[src/rtl/tsk_pkg.sv]
package tsk_pkg;
    typedef enum logic [1:0] {
        STEP_HOLD = 2'd0,
        STEP_UP   = 2'd1,
        STEP_DOWN = 2'd2
    } step_e;
endpackage

[src/rtl/tsk_absdiff.sv]
module tsk_absdiff #(
    parameter int W = 12
) (
    input  logic [W-1:0] early_i,
    input  logic [W-1:0] late_i,
    output logic [W-1:0] mag_o
);
    logic signed [W:0] diff;
    logic signed [W:0] pos;

    always_comb begin
        diff  = $signed({1'b0, late_i}) - $signed({1'b0, early_i});
        pos   = diff[W] ? -diff : diff;
        mag_o = pos[W-1:0];
    end
endmodule

[src/rtl/tsk_step_dec.sv]
module tsk_step_dec
    import tsk_pkg::*;
#(
    parameter int ACC_W = 28
) (
    input  logic [ACC_W-1:0] before_i,
    input  logic [ACC_W-1:0] after_i,
    input  logic [ACC_W-1:0] thr_i,
    output step_e            step_o
);
    always_comb begin
        step_o = STEP_HOLD;
        if (after_i > before_i) begin
            if ((after_i - before_i) > thr_i) step_o = STEP_UP;
        end else if (before_i > after_i) begin
            if ((before_i - after_i) > thr_i) step_o = STEP_DOWN;
        end
    end
endmodule

[src/rtl/tiadc_skew_cal.sv]
module tiadc_skew_cal
    import tsk_pkg::*;
#(
    parameter int NCH      = 4,
    parameter int SMP_W    = 12,
    parameter int CODE_W   = 6,
    parameter int MIN_LOG2 = 8,
    parameter int MAX_LOG2 = 16,
    parameter int CONV_W   = 8,
    localparam int ACC_W   = SMP_W + MAX_LOG2,
    localparam int CNT_W   = MAX_LOG2,
    localparam int LOG_W   = $clog2(MAX_LOG2 + 1)
) (
    input  logic                    clk,
    input  logic                    rst_n,
    input  logic [NCH*SMP_W-1:0]    frame_i,
    input  logic [LOG_W-1:0]        win_log2_i,
    input  logic [ACC_W-1:0]        deadband_i,
    input  logic [CONV_W-1:0]       conv_need_i,
    output logic [NCH*CODE_W-1:0]   dly_code_o,
    output logic                    win_done_o,
    output logic                    converged_o
);
    localparam logic [CODE_W-1:0] CODE_MID = CODE_W'(1 << (CODE_W - 1));
    localparam logic [CODE_W-1:0] CODE_TOP = '1;

    typedef struct packed {
        logic [NCH-1:0][ACC_W-1:0]  acc;
        logic [CNT_W-1:0]           cnt;
        logic [SMP_W-1:0]           prev_last;
        logic                       prev_ok;
        logic [NCH-1:0][CODE_W-1:0] code;
        logic [CONV_W-1:0]          stable;
        logic                       conv;
        logic                       done;
    } st_t;

    st_t st_d, st_q;

    logic [NCH-1:0][SMP_W-1:0] smp;
    logic [NCH-1:0][SMP_W-1:0] mag;
    logic [NCH-1:0][ACC_W-1:0] sums;
    logic [SMP_W-1:0]          wrap_mag;
    step_e                     steps [NCH];
    logic [LOG_W-1:0]          n_eff;
    logic [CNT_W-1:0]          win_last;
    logic                      last;
    logic                      any_chg;

    assign smp = frame_i;

    // in-frame neighbour pairs
    for (genvar k = 0; k < NCH - 1; k++) begin : g_pair
        tsk_absdiff #(.W(SMP_W)) ad_i (
            .early_i (smp[k]),
            .late_i  (smp[k+1]),
            .mag_o   (mag[k])
        );
    end

    // wrap pair: last channel of previous frame to channel 0
    tsk_absdiff #(.W(SMP_W)) ad_wrap_i (
        .early_i (st_q.prev_last),
        .late_i  (smp[0]),
        .mag_o   (wrap_mag)
    );
    assign mag[NCH-1] = st_q.prev_ok ? wrap_mag : '0;

    for (genvar k = 0; k < NCH; k++) begin : g_sum
        assign sums[k] = st_q.acc[k] + ACC_W'(mag[k]);
    end

    assign steps[0] = STEP_HOLD;
    for (genvar k = 1; k < NCH; k++) begin : g_step
        tsk_step_dec #(.ACC_W(ACC_W)) sd_i (
            .before_i (sums[k-1]),
            .after_i  (sums[k]),
            .thr_i    (deadband_i),
            .step_o   (steps[k])
        );
    end

    always_comb begin
        if (win_log2_i < LOG_W'(MIN_LOG2))      n_eff = LOG_W'(MIN_LOG2);
        else if (win_log2_i > LOG_W'(MAX_LOG2)) n_eff = LOG_W'(MAX_LOG2);
        else                                    n_eff = win_log2_i;
        win_last = {CNT_W{1'b1}} >> (LOG_W'(MAX_LOG2) - n_eff);
        last     = (st_q.cnt >= win_last);
    end

    always_comb begin
        st_d           = st_q;
        st_d.done      = 1'b0;
        st_d.prev_last = smp[NCH-1];
        st_d.prev_ok   = 1'b1;
        any_chg        = 1'b0;
        if (last) begin
            st_d.done = 1'b1;
            st_d.cnt  = '0;
            st_d.acc  = '0;
            for (int k = 1; k < NCH; k++) begin
                if (steps[k] == STEP_UP && st_q.code[k] != CODE_TOP) begin
                    st_d.code[k] = st_q.code[k] + 1'b1;
                    any_chg      = 1'b1;
                end else if (steps[k] == STEP_DOWN && st_q.code[k] != '0) begin
                    st_d.code[k] = st_q.code[k] - 1'b1;
                    any_chg      = 1'b1;
                end
            end
            if (any_chg) begin
                st_d.stable = '0;
                st_d.conv   = 1'b0;
            end else begin
                if (st_q.stable != '1) st_d.stable = st_q.stable + 1'b1;
                st_d.conv = (st_d.stable >= conv_need_i);
            end
        end else begin
            st_d.acc = sums;
            st_d.cnt = st_q.cnt + 1'b1;
        end
    end

    always_ff @(posedge clk) begin
        if (!rst_n) begin
            st_q <= '0;
            for (int k = 0; k < NCH; k++) st_q.code[k] <= CODE_MID;
        end else begin
            st_q <= st_d;
        end
    end

    assign dly_code_o  = st_q.code;
    assign win_done_o  = st_q.done;
    assign converged_o = st_q.conv;
endmodule

[config.mk]
export PLATFORM = sky130hd
export DESIGN_NAME = tiadc_skew_cal
export DESIGN_NICKNAME = d
export VERILOG_FILES = /design/src/rtl/tsk_pkg.sv /design/src/rtl/tsk_absdiff.sv /design/src/rtl/tsk_step_dec.sv /design/src/rtl/tiadc_skew_cal.sv
export SDC_FILE = /design/constraint.sdc
export NUM_CORES = 1
export LEC_CHECK = 0
export BUFFER_PORTS_ARGS = -buffer_cell sky130_fd_sc_hd__buf_2
export CAP_MARGIN = 20
export CORE_UTILIZATION = 65
export DETAILED_ROUTE_END_ITERATION = 8
export PLACE_DENSITY = 0.84
export SYNTH_ARGS = -nofsm -noshare
export SYNTH_HDL_FRONTEND = slang
export SYNTH_SLANG_ARGS = --single-unit
[constraint.sdc]
create_clock -name clk -period 13.8 [get_ports clk]
set_input_delay 2.07 -clock clk [delete_from_list [all_inputs] [get_ports clk]]
set_output_delay 2.07 -clock clk [all_outputs]
set_load 0.05 [all_outputs]
==> results.tsv <==
stage	metric	value	unit
floorplan	dieArea	0.0378	mm2
final_layout	syn_to_final_growth	6.08	%
yosys	synth_top_family_by_area	adder cells	
drt	drc	0	
floorplan	die_h	194	um
final_layout	drive_gt1_frac	0.0630	
clocking	htreeDepth	4	
yosys	synth_mux_area_frac	0.00463	
clocking	root_buffer	clkbuf_16	
clocking	clock-sinks	169	
clocking	path_clk_slew	0.08	ns
worst_hold_path	hold_class	flip-flop to flip-flop	
floorplan	core	0.0365	mm2
global_route	grt_use_total	0.376	
yosys	ys_top_cells_by_area	ha_1, dfxtp_1, xnor2_1, a21oi_1, a21o_1	
timing	drv_slew	0	
yosys	yosys.area.top_type	ha_1	
worst_setup_path	critPathMaxFanout	8	
timing	period_needed	12.87	ns
worst_hold_path	whs_path_depth	2	
global_route	grt_antenna_before_repair	1	
worst_setup_path	reg2reg_slack	2.48	ns
global_route	grt_pass1_vias	21985	
floorplan	io_pins	117	
final_layout	nNetsFinal	3782	
yosys	ys_types	83	
worst_setup_path	end_kind	flip-flop	
worst_setup_path	rr_worst_depth	58	
drt	dr.first_iter.drc_count	1808	
yosys	netlist_area	0.0241	mm2
drt	drtAntennaViolNets	0	
place	place_ws	0.235	ns
worst_setup_path	critPathArrivalTime	13.31	ns
worst_setup_path	worst_path_most_repeated_cell	a21oi_1	
timing	finalSetupTns	0	ns
yosys	synth-xor-area-share	0.124	
yosys	synth_cells	3171	
global_route	grt_max_degree	84	
final_layout	num_antenna_cells	0	
worst_setup_path	max_stage_delay	0.49	ns
timing	fmax	77.7	MHz
clocking	hold_buffers	0	
worst_hold_path	holdPathEnd	converged_o$_SDFFE_PN0P_	
timing	post-route-period-util	0.932	
timing	setup_viol	0	
yosys	synth_flop_cell	dfxtp_1	
worst_setup_path	worstSetupStartpoint	frame_i[24]	
drt	wl	71600	um
worst_hold_path	hold_start	converged_o$_SDFFE_PN0P_	
timing	slew-limit-headroom	0.366	
yosys	synth_warnings	0	
clocking	tritoncts	built	
worst_setup_path	r2r-end	dly_code_o[23]$_SDFFE_PN1P_	
global_route	gr-usage-met1	0.493	
final_layout	multi_input_area	0.0190	mm2
yosys	synth-seq-area-share	0.141	
yosys	yosysTopAreaCellShare	0.241	
yosys	async_reset_ff_frac	0	
yosys	ys_ff_latch	169	
global_route	grtUsageMet2	0.617	
global_route	top_usage_layer	met2	
floorplan	fp-row-count	70	
clocking	insertion_delay	0.49	ns
worst_setup_path	worst_setup_path_start_kind	primary input	
global_route	grtUsageMet3	0.0580	
timing	finalHoldViolCount	0	
drt	drtPass1Iterations	8	
timing	rsz0062_at_grt	no	
flow_run	cap_viol_max_count	0	
drt	routed_via_density	6.23	
worst_setup_path	crit_type	primary input to flip-flop	
timing	tightest_slew	0.952	ns
place	dpl.hpwl	59100	um
yosys	synth-simple-area-share	0.183	
drt	wire_per_inst	19.4	um
yosys	ys_top_cells_by_count	ha_1, inv_1, nor2_1, a21oi_1, xnor2_1	
timing	setup_ws	0.932	ns
clocking	cts_buffers	17	
global_route	grt_overflow	0	
floorplan	initial_core_util	0.659	
yosys	synth_compound_area_frac	0.218	
drt	vias	23010	
worst_setup_path	timing.rr.start	st_q[35]$_SDFF_PN0_	
timing	clock_skew	0.0202	ns
place	routabilityCongestion	1.02	
worst_setup_path	cp.required	14.24	ns
yosys	synth_most_common_cell	ha_1	
yosys	synth_edf_count	0	
worst_setup_path	crit_path_top_delay_cell	o41ai_2	
place	port-buffer-count	110	
yosys	syn_avg_cell_area	7.59	um2
final_layout	register_area	0.00338	mm2
clocking	ctsLongestPathBuffers	2	
global_route	grt_pass1_wl	113000	um
status	status	completed	
yosys	synth_fa_ha_area_frac	0.256	
final_layout	fillers	2997	
floorplan	dieWidth	194	um
## registers in the layout, indices dropped and copies added (netlist names)
| name | cells |
|---|---|
| converged_o | 1 |
| dly_code_o | 18 |
| st_q | 149 |
| win_done_o | 1 |
## timing repair
| item | in CTS | in global routing |
|---|---|---|
| endpoints found under the hold margin | 0 | 0 |
| gates resized for setup | 0 | 11 |
| setup endpoints to repair | 0 | 20 |
| buffers inserted | 0 | 4 |
## metrics by stage
stage	std cells	hold slack [ns]	utilization	instance area, um2
2_1_floorplan	3175	0.464	-	24100
3_5_place_dp	3656	0.477	0.679	24800
6_report	3692	0.498	0.699	25500
5_1_grt	3692	0.528	0.699	25500
4_1_cts	3688	0.490	0.696	25400
3_3_place_gp	3656	0.474	0.679	24800
## routing by layer
layer | share of wire | routed length, um
met1 | 0.43 | 31000
met4 | 0.038 | 2730
met2 | 0.45 | 32300
met5 | 0 | 0
met3 | 0.079 | 5650
## cell usage in the layout, fill, tap and decap left out, drive strengths merged, types with 16 or more instances in the layout
cell type,count
fa,16
buf,131
nand2b,50
o21bai,45
clkbuf,18
xnor2,213
xor2,127
and3,46
inv,342
a21o,167
dfxtp,169
nand2,150
a21oi,259
o211ai,16
a211oi,20
nor2b,49
and2,34
ha,464
o21ai,152
nor3,39
o21a,31
nor2,314
nand3,100
nand4,51
o31ai,16
or3,25
## critical path: cells and delay by family
family | cells | cell delay, ns
mux | 1 | 0.37
simple gates | 11 | 1.47
fa+ha+maj | 6 | 1.94
buf+inv | 5 | 0.58
compound gates | 33 | 6.30
xor+xnor | 3 | 0.56
## how the worst max path moves through the flow
stage | end | cells after the start
after global placement | dly_code_o[14]$_SDFFE_PN0P_ | 55
after CTS | dly_code_o[14]$_SDFFE_PN0P_ | 55
after global routing | dly_code_o[14]$_SDFFE_PN0P_ | 56
final | dly_code_o[11]$_SDFFE_PN1P_ | 59
after floorplan | dly_code_o[14]$_SDFFE_PN0P_ | 56
after detailed placement | dly_code_o[14]$_SDFFE_PN0P_ | 55
## cell families (layout without fill, tap and decap cells)
family / after synthesis / in the layout
buf+inv: 448 / 497
xor+xnor: 340 / 340
simple gates: 903 / 903
other cells: 2 / 6
fa+ha+maj: 483 / 483
mux: 11 / 11
flops: 169 / 169
compound gates: 815 / 815
## layout make-up
cell class / instances / share of cell area
Multi-Input combinational cell: 2558 / 0.744
Timing Repair Buffer: 131 / 0.0278
Tap cell: 468 / 0.0229
Clock inverter: 14 / 0.00667
Sequential cell: 169 / 0.133
Inverter: 334 / 0.0491
Clock buffer: 18 / 0.0172
Power is left out: the tool's default activity adds up to more than one toggle a clock period on the data nets, which glitch-free logic cannot reach.
